## src/rtl/dhi_pkg.sv

```systemverilog
package dhi_pkg;
   // function-set recognition (top three bits of the byte, width flag below)
   localparam logic [2:0] FSET_TAG = 3'b001;
   // serial start byte: bit positions of register flag and read flag
   localparam int SER_RS_BIT = 6;
   localparam int SER_RW_BIT = 5;
endpackage

```

## src/rtl/dhi_sync.sv

```systemverilog
module dhi_sync #(
   parameter int W      = 1,
   parameter int STAGES = 2
) (
   input  logic         clk,
   input  logic         rst_n,
   input  logic [W-1:0] d,
   output logic [W-1:0] q
);
   if (STAGES < 1) begin : g_bad_stages
      $error("dhi_sync: STAGES must be at least 1");
   end

   if (STAGES == 1) begin : g_single
      always_ff @(posedge clk or negedge rst_n) begin
         if (!rst_n) q <= '1;
         else        q <= d;
      end
   end else begin : g_chain
      logic [STAGES*W-1:0] sh;
      always_ff @(posedge clk or negedge rst_n) begin
         if (!rst_n) sh <= '1;
         else        sh <= {sh[(STAGES-1)*W-1:0], d};
      end
      assign q = sh[STAGES*W-1 -: W];
   end
endmodule

```

## src/rtl/dhi_par_port.sv

```systemverilog
module dhi_par_port (
   input  logic clk,
   input  logic rst_n,
   input  logic go,
   input  logic m68,
   input  logic cs_s,
   input  logic rw_s,
   input  logic en_s,
   output logic ev_wr,
   output logic ev_rd_end,
   output logic rd_act
);
   logic rw_d, en_d;
   logic sel;

   always_ff @(posedge clk or negedge rst_n) begin
      if (!rst_n) begin
         rw_d <= 1'b1;
         en_d <= 1'b1;
      end else begin
         rw_d <= rw_s;
         en_d <= en_s;
      end
   end

   assign sel = go & ~cs_s;

   always_comb begin
      if (m68) begin
         ev_wr     = sel & en_d & ~en_s & ~rw_s;
         ev_rd_end = sel & en_d & ~en_s &  rw_s;
         rd_act    = sel & en_s & rw_s;
      end else begin
         ev_wr     = sel & ~rw_d & rw_s;
         ev_rd_end = sel & ~en_d & en_s;
         rd_act    = sel & ~en_s;
      end
   end
endmodule

```

## src/rtl/dhi_ser_port.sv

```systemverilog
module dhi_ser_port
   import dhi_pkg::*;
#(
   parameter int DW = 8
) (
   input  logic          clk,
   input  logic          rst_n,
   input  logic          go,
   input  logic          cs_s,
   input  logic          stb_s,
   input  logic          sck_s,
   input  logic          sdi,
   input  logic [DW-1:0] src_byte,
   output logic          ev_wr,
   output logic          ev_rd_end,
   output logic          rs_o,
   output logic [DW-1:0] data_o,
   output logic          sdo,
   output logic          sdo_en
);
   localparam int FRAME = 2 * DW;
   localparam int CMAX  = FRAME + 1;
   localparam int CW    = $clog2(CMAX + 1);

   logic          stb_d, sck_d;
   logic [CW-1:0] cnt;
   logic [DW-1:0] shreg, tx, nb;
   logic          rw_lat, pend, tx_en;
   logic          stb_fall, stb_rise, sck_rise, open_f, full;

   assign stb_fall = stb_d & ~stb_s;
   assign stb_rise = ~stb_d & stb_s;
   assign sck_rise = ~sck_d & sck_s;
   assign open_f   = go & ~cs_s & ~stb_s;
   assign nb       = {shreg[DW-2:0], sdi};
   assign full     = (cnt == CW'(FRAME));

   always_ff @(posedge clk or negedge rst_n) begin
      if (!rst_n) begin
         stb_d  <= 1'b1;
         sck_d  <= 1'b1;
         cnt    <= '0;
         shreg  <= '0;
         tx     <= '0;
         rs_o   <= 1'b0;
         rw_lat <= 1'b0;
         pend   <= 1'b0;
         tx_en  <= 1'b0;
      end else begin
         stb_d <= stb_s;
         sck_d <= sck_s;
         if (pend) begin
            tx    <= src_byte;
            tx_en <= 1'b1;
            pend  <= 1'b0;
         end
         if (stb_fall) begin
            cnt   <= '0;
            tx_en <= 1'b0;
            pend  <= 1'b0;
         end else if (open_f && sck_rise) begin
            shreg <= nb;
            if (cnt != CW'(CMAX)) cnt <= cnt + 1'b1;
            if (cnt == CW'(DW - 1)) begin
               rs_o   <= nb[SER_RS_BIT];
               rw_lat <= nb[SER_RW_BIT];
               pend   <= nb[SER_RW_BIT];
            end
            if (tx_en) tx <= {tx[DW-2:0], 1'b0};
         end
         if (!open_f) begin
            tx_en <= 1'b0;
            pend  <= 1'b0;
         end
      end
   end

   assign ev_wr     = go & ~cs_s & stb_rise & full & ~rw_lat;
   assign ev_rd_end = go & ~cs_s & stb_rise & full &  rw_lat;
   assign data_o    = shreg;
   assign sdo       = tx[DW-1];
   assign sdo_en    = tx_en & open_f;
endmodule

```

## src/rtl/dhi_host_if.sv

```systemverilog
module dhi_host_if
   import dhi_pkg::*;
#(
   parameter int   DW          = 8,
   parameter int   SYNC_STAGES = 2,
   parameter logic RESET_WIDE  = 1'b1
) (
   input  logic          clk,
   input  logic          rst_n,
   input  logic          mode_par,
   input  logic          bus_m68,
   input  logic          cs_n,
   input  logic          reg_sel,
   input  logic          rw_wrn,
   input  logic          en_rdn,
   input  logic          stb_n,
   input  logic          sck,
   input  logic          sdi,
   output logic          sdo,
   output logic          sdo_en,
   input  logic [DW-1:0] db_in,
   output logic [DW-1:0] db_out,
   output logic          db_oe,
   input  logic [DW-1:0] src_byte,
   output logic          rd_rs,
   output logic          rd_done,
   output logic          wr_valid,
   output logic          wr_rs,
   output logic [DW-1:0] wr_data
);
   localparam int HW     = DW / 2;
   localparam int ARM_N  = SYNC_STAGES + 1;
   localparam int ARM_W  = $clog2(ARM_N + 1);
   localparam int DL_POS = DW - 4;

   if (DW < 8 || (DW % 2) != 0) begin : g_bad_dw
      $error("dhi_host_if: DW must be even and at least 8");
   end
   if (SYNC_STAGES < 1) begin : g_bad_sync
      $error("dhi_host_if: SYNC_STAGES must be at least 1");
   end

   logic [4:0] raw_v, syn_v;
   logic       cs_s, rw_s, en_s, stb_s, sck_s;
   logic [ARM_W-1:0] arm_cnt;
   logic       armed;

   assign raw_v = {cs_n, rw_wrn, en_rdn, stb_n, sck};
   dhi_sync #(.W(5), .STAGES(SYNC_STAGES)) u_sync (
      .clk(clk), .rst_n(rst_n), .d(raw_v), .q(syn_v)
   );
   assign {cs_s, rw_s, en_s, stb_s, sck_s} = syn_v;

   always_ff @(posedge clk or negedge rst_n) begin
      if (!rst_n)                      arm_cnt <= '0;
      else if (arm_cnt != ARM_W'(ARM_N)) arm_cnt <= arm_cnt + 1'b1;
   end
   assign armed = (arm_cnt == ARM_W'(ARM_N));

   logic p_wr, p_rd_end, p_rd_act;
   dhi_par_port u_par (
      .clk(clk), .rst_n(rst_n), .go(armed & mode_par), .m68(bus_m68),
      .cs_s(cs_s), .rw_s(rw_s), .en_s(en_s),
      .ev_wr(p_wr), .ev_rd_end(p_rd_end), .rd_act(p_rd_act)
   );

   logic          s_wr, s_rd_end, s_rs;
   logic [DW-1:0] s_data;
   dhi_ser_port #(.DW(DW)) u_ser (
      .clk(clk), .rst_n(rst_n), .go(armed & ~mode_par), .cs_s(cs_s),
      .stb_s(stb_s), .sck_s(sck_s), .sdi(sdi), .src_byte(src_byte),
      .ev_wr(s_wr), .ev_rd_end(s_rd_end), .rs_o(s_rs), .data_o(s_data),
      .sdo(sdo), .sdo_en(sdo_en)
   );

   // word length and nibble assembly
   logic          wide, phase_lo;
   logic [HW-1:0] hi_hold;
   logic          em_v, em_rs;
   logic [DW-1:0] em_d;

   always_comb begin
      em_v  = 1'b0;
      em_rs = reg_sel;
      em_d  = db_in;
      if (p_wr) begin
         if (wide) begin
            em_v = 1'b1;
         end else if (phase_lo) begin
            em_v = 1'b1;
            em_d = {hi_hold, db_in[DW-1:HW]};
         end
      end
      if (s_wr) begin
         em_v  = 1'b1;
         em_rs = s_rs;
         em_d  = s_data;
      end
   end

   always_ff @(posedge clk or negedge rst_n) begin
      if (!rst_n) begin
         wide     <= RESET_WIDE;
         phase_lo <= 1'b0;
         hi_hold  <= '0;
         wr_valid <= 1'b0;
         wr_rs    <= 1'b0;
         wr_data  <= '0;
         rd_done  <= 1'b0;
      end else begin
         wr_valid <= em_v;
         rd_done  <= 1'b0;
         if (em_v) begin
            wr_rs   <= em_rs;
            wr_data <= em_d;
         end
         if (p_wr && !wide) begin
            phase_lo <= ~phase_lo;
            if (!phase_lo) hi_hold <= db_in[DW-1:HW];
         end
         if (p_rd_end) begin
            if (wide) begin
               rd_done <= 1'b1;
            end else begin
               phase_lo <= ~phase_lo;
               rd_done  <= phase_lo;
            end
         end
         if (s_rd_end) rd_done <= 1'b1;
         if (em_v && !em_rs && em_d[DW-1 -: 3] == FSET_TAG) begin
            wide     <= em_d[DL_POS];
            phase_lo <= 1'b0;
         end
      end
   end

   // read data path
   always_comb begin
      db_out = '0;
      if (p_rd_act) begin
         if (wide)          db_out = src_byte;
         else if (phase_lo) db_out = {src_byte[HW-1:0], {HW{1'b0}}};
         else               db_out = {src_byte[DW-1:HW], {HW{1'b0}}};
      end
   end
   assign db_oe = p_rd_act;
   assign rd_rs = mode_par ? reg_sel : s_rs;
endmodule

```

## config.mk

```make
export PLATFORM = sky130hd
export DESIGN_NAME = dhi_host_if
export DESIGN_NICKNAME = d
export VERILOG_FILES = /design/src/rtl/dhi_pkg.sv /design/src/rtl/dhi_sync.sv /design/src/rtl/dhi_par_port.sv /design/src/rtl/dhi_ser_port.sv /design/src/rtl/dhi_host_if.sv
export SDC_FILE = /design/constraint.sdc
export NUM_CORES = 1
export LEC_CHECK = 0
export BUFFER_PORTS_ARGS = -buffer_cell sky130_fd_sc_hd__buf_4
export CORE_MARGIN = 2
export CORE_UTILIZATION = 55
export DETAILED_ROUTE_END_ITERATION = 16
export GPL_ROUTABILITY_DRIVEN = 0
export PLACE_DENSITY_LB_ADDON = 0.15
export SKIP_CTS_REPAIR_TIMING = 1
export SLEW_MARGIN = 20
export SYNTH_ARGS = -nofsm -noshare
export SYNTH_HDL_FRONTEND = slang
export SYNTH_SLANG_ARGS = --single-unit
```

## constraint.sdc

```tcl
create_clock -name clk -period 3.3 [get_ports clk]
set_input_delay 0.165 -clock clk [delete_from_list [all_inputs] [get_ports clk]]
set_output_delay 0.165 -clock clk [all_outputs]
set_load 0.01 [all_outputs]
```

==> results.md <==
- Area Overhead vs Synth: 25.8%
- Die W: roughly 73 um
- Initial DRC count: about 90
- Slowest stage delay, CP: between 0.4 and 0.5 ns
- Cell Chain, Critical Path: inv_1 > ha_1 > nor4bb_1 > nand2_1 > nor3_4 > mux2_2 > nor3_4 > mux2_1
- Highest Clock Rate: approximately 0.39 GHz
- Congestion Overflow GR: 0
- Synth Flop Type: dfrtp_1
- Syn Nets: 251
- Pins over their slew limit: 0
- DPL Wire Length: about 3700 um
- Setup TNS: 0 ns
- N_diodes: 0
- WL/cell: between 15 and 20 um
- Critical path class: flip-flop to flip-flop
- First-pass GRT wire length: about 8500 um
- CP endpoint kind: flip-flop
- Status: completed
- Largest net degree at the start of global routing: ~60
- Design area: 3340 um2
- CTS clk-pin slew, worst paths: around 0.060 ns
- RSZ-0062 raised after global routing: false
- Tot GR Track Use: between 20% and 30%
- Synth Area in Compound Gates: under 10%
- Cell count after synthesis: ~220
- Worst hold slack: 0.0434 ns
- Detailed Route WL: between 5000 and 6000 um
- Layout cells sized above 1: a little over a third
- Reg2reg end: wide
- Leakage Power: 1.63 nW
- # rows: 25
- Syn_area_per_cell: about 12 um2
- Final Hold Vio Count: 0
- CP arrival: between 2 and 3 ns
- Pwr Density: roughly 560 nW/um2
- CTS H-Tree Depth: 3
- Min-delay src: sdi
- Crit path time final: ~2.5 ns
- Cts bufs inserted: 9
- Fin nets: roughly 310
- CP Data Required Time: ~3.6 ns
- Tightest Hold Check Type: input pin to flip-flop
- Root buf cell: clkbuf_8
- Final Cycle Share: 77.1%
- Initial antenna violation count: 0
- Worst IR Drop VDD: about 0.00042 V
- Setup violators final: 0
- Post-synthesis sequential area ratio: between 50 and 60%
- Worst-Margin Slew: between 0.7 and 0.8 ns
- Clock skew: 0.00954 ns
- Worst-path fanout max: 9
- Synth top area share: 40.6%
- Slowest CP cell: dfrtp_1
- Synthesized-area fraction occupied by and/or/nand/nor cells: roughly 14%
- Hold Crit Depth: 2
- Core Region: around 4700 um2
- Max Cap Violations: 0
- Top cells by area, synth: dfrtp_1 41%, dfstp_2 15%, mux2i_1 6.0%, mux2_1 5.1%, mux2_2 4.2%
- Number of port buffers: 49
- Initial core utilization: about 57%
- Worst Hold End: u_ser.data_o[0]
- Most used cell, CP: nor3_4
- Area leader, netlist: dfrtp_1
- Area after DPL: 3080 um2
- DR vias/cell: roughly 5.5
- Number of flops mapped to enable cells by yosys: 0
- Drt pass-1 iters: 4
- FF+latch count, synth: between 50 and 60
- Synth unique cells: 44
- Post-synth ARST share: 100%
- R2r setup slk: roughly 0.76 ns
- Reg2Reg Depth: 8
- Adder-Cell Fraction of Synth Area: under 10%
- Syn Std Cell Area: 2650 um2
- Clk_lat worst skew: about 0.33 ns
- Vias post-DR: ~1,900
- Largest family of logic cells by synthesized area: multiplexers
- Final Util: a little under three quarters
- Synth Warn #: 0
- Clock Path Buffers: 2
- Post-DRT Antenna Nets: 0
- Drt drc: 0
- Vias in the first global route: between 1,500 and 2,000
- Slew Limit Headroom: a little over half
- IO Count: 50
- FF-to-FF Start: u_ser.cnt[0]
- Mux cell area share after synthesis: around 17%
- Xor/xnor share of the synthesized area: 1.65%
- Clk sinks: 58
- CTS tree: built
- Synth cell count leaders: 43 x dfrtp_1, 19 x nor2_1, 16 x mux2i_1
- Die area: between 5000 and 6000 um2
- Startpoint types: flip-flop
- Die height: 73.4 um
- Most instantiated library cell after synthesis: dfrtp_1
## power by group
group	internal, mW	switching (mW)	leakage, nW
clock network	0.388	0.261	0.103
registers	0.820	0.0700	0.721
logic	0.179	0.157	0.801
## logic make-up (layout without fill, tap and decap cells)
logic type,after synthesis,in the layout
AO/OA/AOI/OAI,33,33
XOR/XNOR,5,5
adder cells (fa/ha/maj),5,5
buffers and inverters,13,81
flip-flops,58,58
multiplexers,40,40
AND/OR/NAND/NOR,65,65
## registers in the layout, indices dropped and copies added (netlist names), 2 cells and up
signal,cells
u_sync.g_chain.sh,10
u_ser.data_o,8
u_ser.tx,8
wr_data,8
u_ser.cnt,5
hi_hold,4
arm_cnt,2
## worst max-delay path, delay by kind of cell, from the launching register on
family	cells	cell delay (ns)
flops	1	0.43
mux	2	0.76
simple gates	4	1.06
buf+inv	1	0.08
fa+ha+maj	1	0.13
## worst max path at each step
stage	startpoint	endpoint	cells after the start
global placement	u_ser.cnt[0]	wide	8
finish	u_ser.cnt[0]	wide	8
CTS	u_ser.cnt[0]	wide	8
global route	u_ser.cnt[0]	wide	8
floorplan	u_sync.g_chain.sh[7]	wide	6
detailed placement	u_ser.cnt[0]	wide	8
## final cells by class
type / instances / area [um2]
Timing Repair Buffer: 56 / 435
Multi-Input combinational cell: 148 / 1130
Clock buffer: 13 / 159
Sequential cell: 58 / 1470
Fill cell: 358 / 1350
Clock inverter: 3 / 40.0
Inverter: 9 / 33.8
Tap cell: 54 / 67.6
## placed cells by master (no fill, tap or decap), drive strengths merged, types with 2 or more instances in the layout
cell	Yosys	routed
o211ai	2	2
nand2	15	15
o21ai	9	9
nor2b	2	2
xnor2	2	2
mux2	24	24
a22oi	4	4
nor2	20	20
nand4	2	2
ha	5	5
dfrtp	43	43
o22ai	2	2
inv	9	9
and3	4	4
nor3b	3	3
or3	2	2
dfstp	15	15
dlygate4sd3	0	6
mux2i	16	16
nand2b	3	3
clkinv	0	2
nor3	5	5
buf	2	50
a21oi	14	14
clkbuf	2	13
xor2	3	3
nand3	2	2
## metal layers
| metal | vias up | part of all wire (%) | track usage, % |
|---|---|---|---|
| met5 | - | 0 | 0 |
| met4 | 0 | 2.1 | 8.89 |
| met3 | 11 | 5.3 | 7.13 |
| met2 | 51 | 47 | 32.9 |
| met1 | 915 | 46 | 27.7 |
| li1 | 903 | - | - |
## through the flow
stage	power (mW)	worst slack (ns)	instances
2_1_floorplan	1.06	1.02	219
3_3_place_gp	1.23	0.874	319
3_5_place_dp	1.23	0.753	319
4_1_cts	1.88	0.748	335
5_1_grt	1.97	0.590	341
6_report	1.87	0.756	341
(Power assumes the default switching activity.)
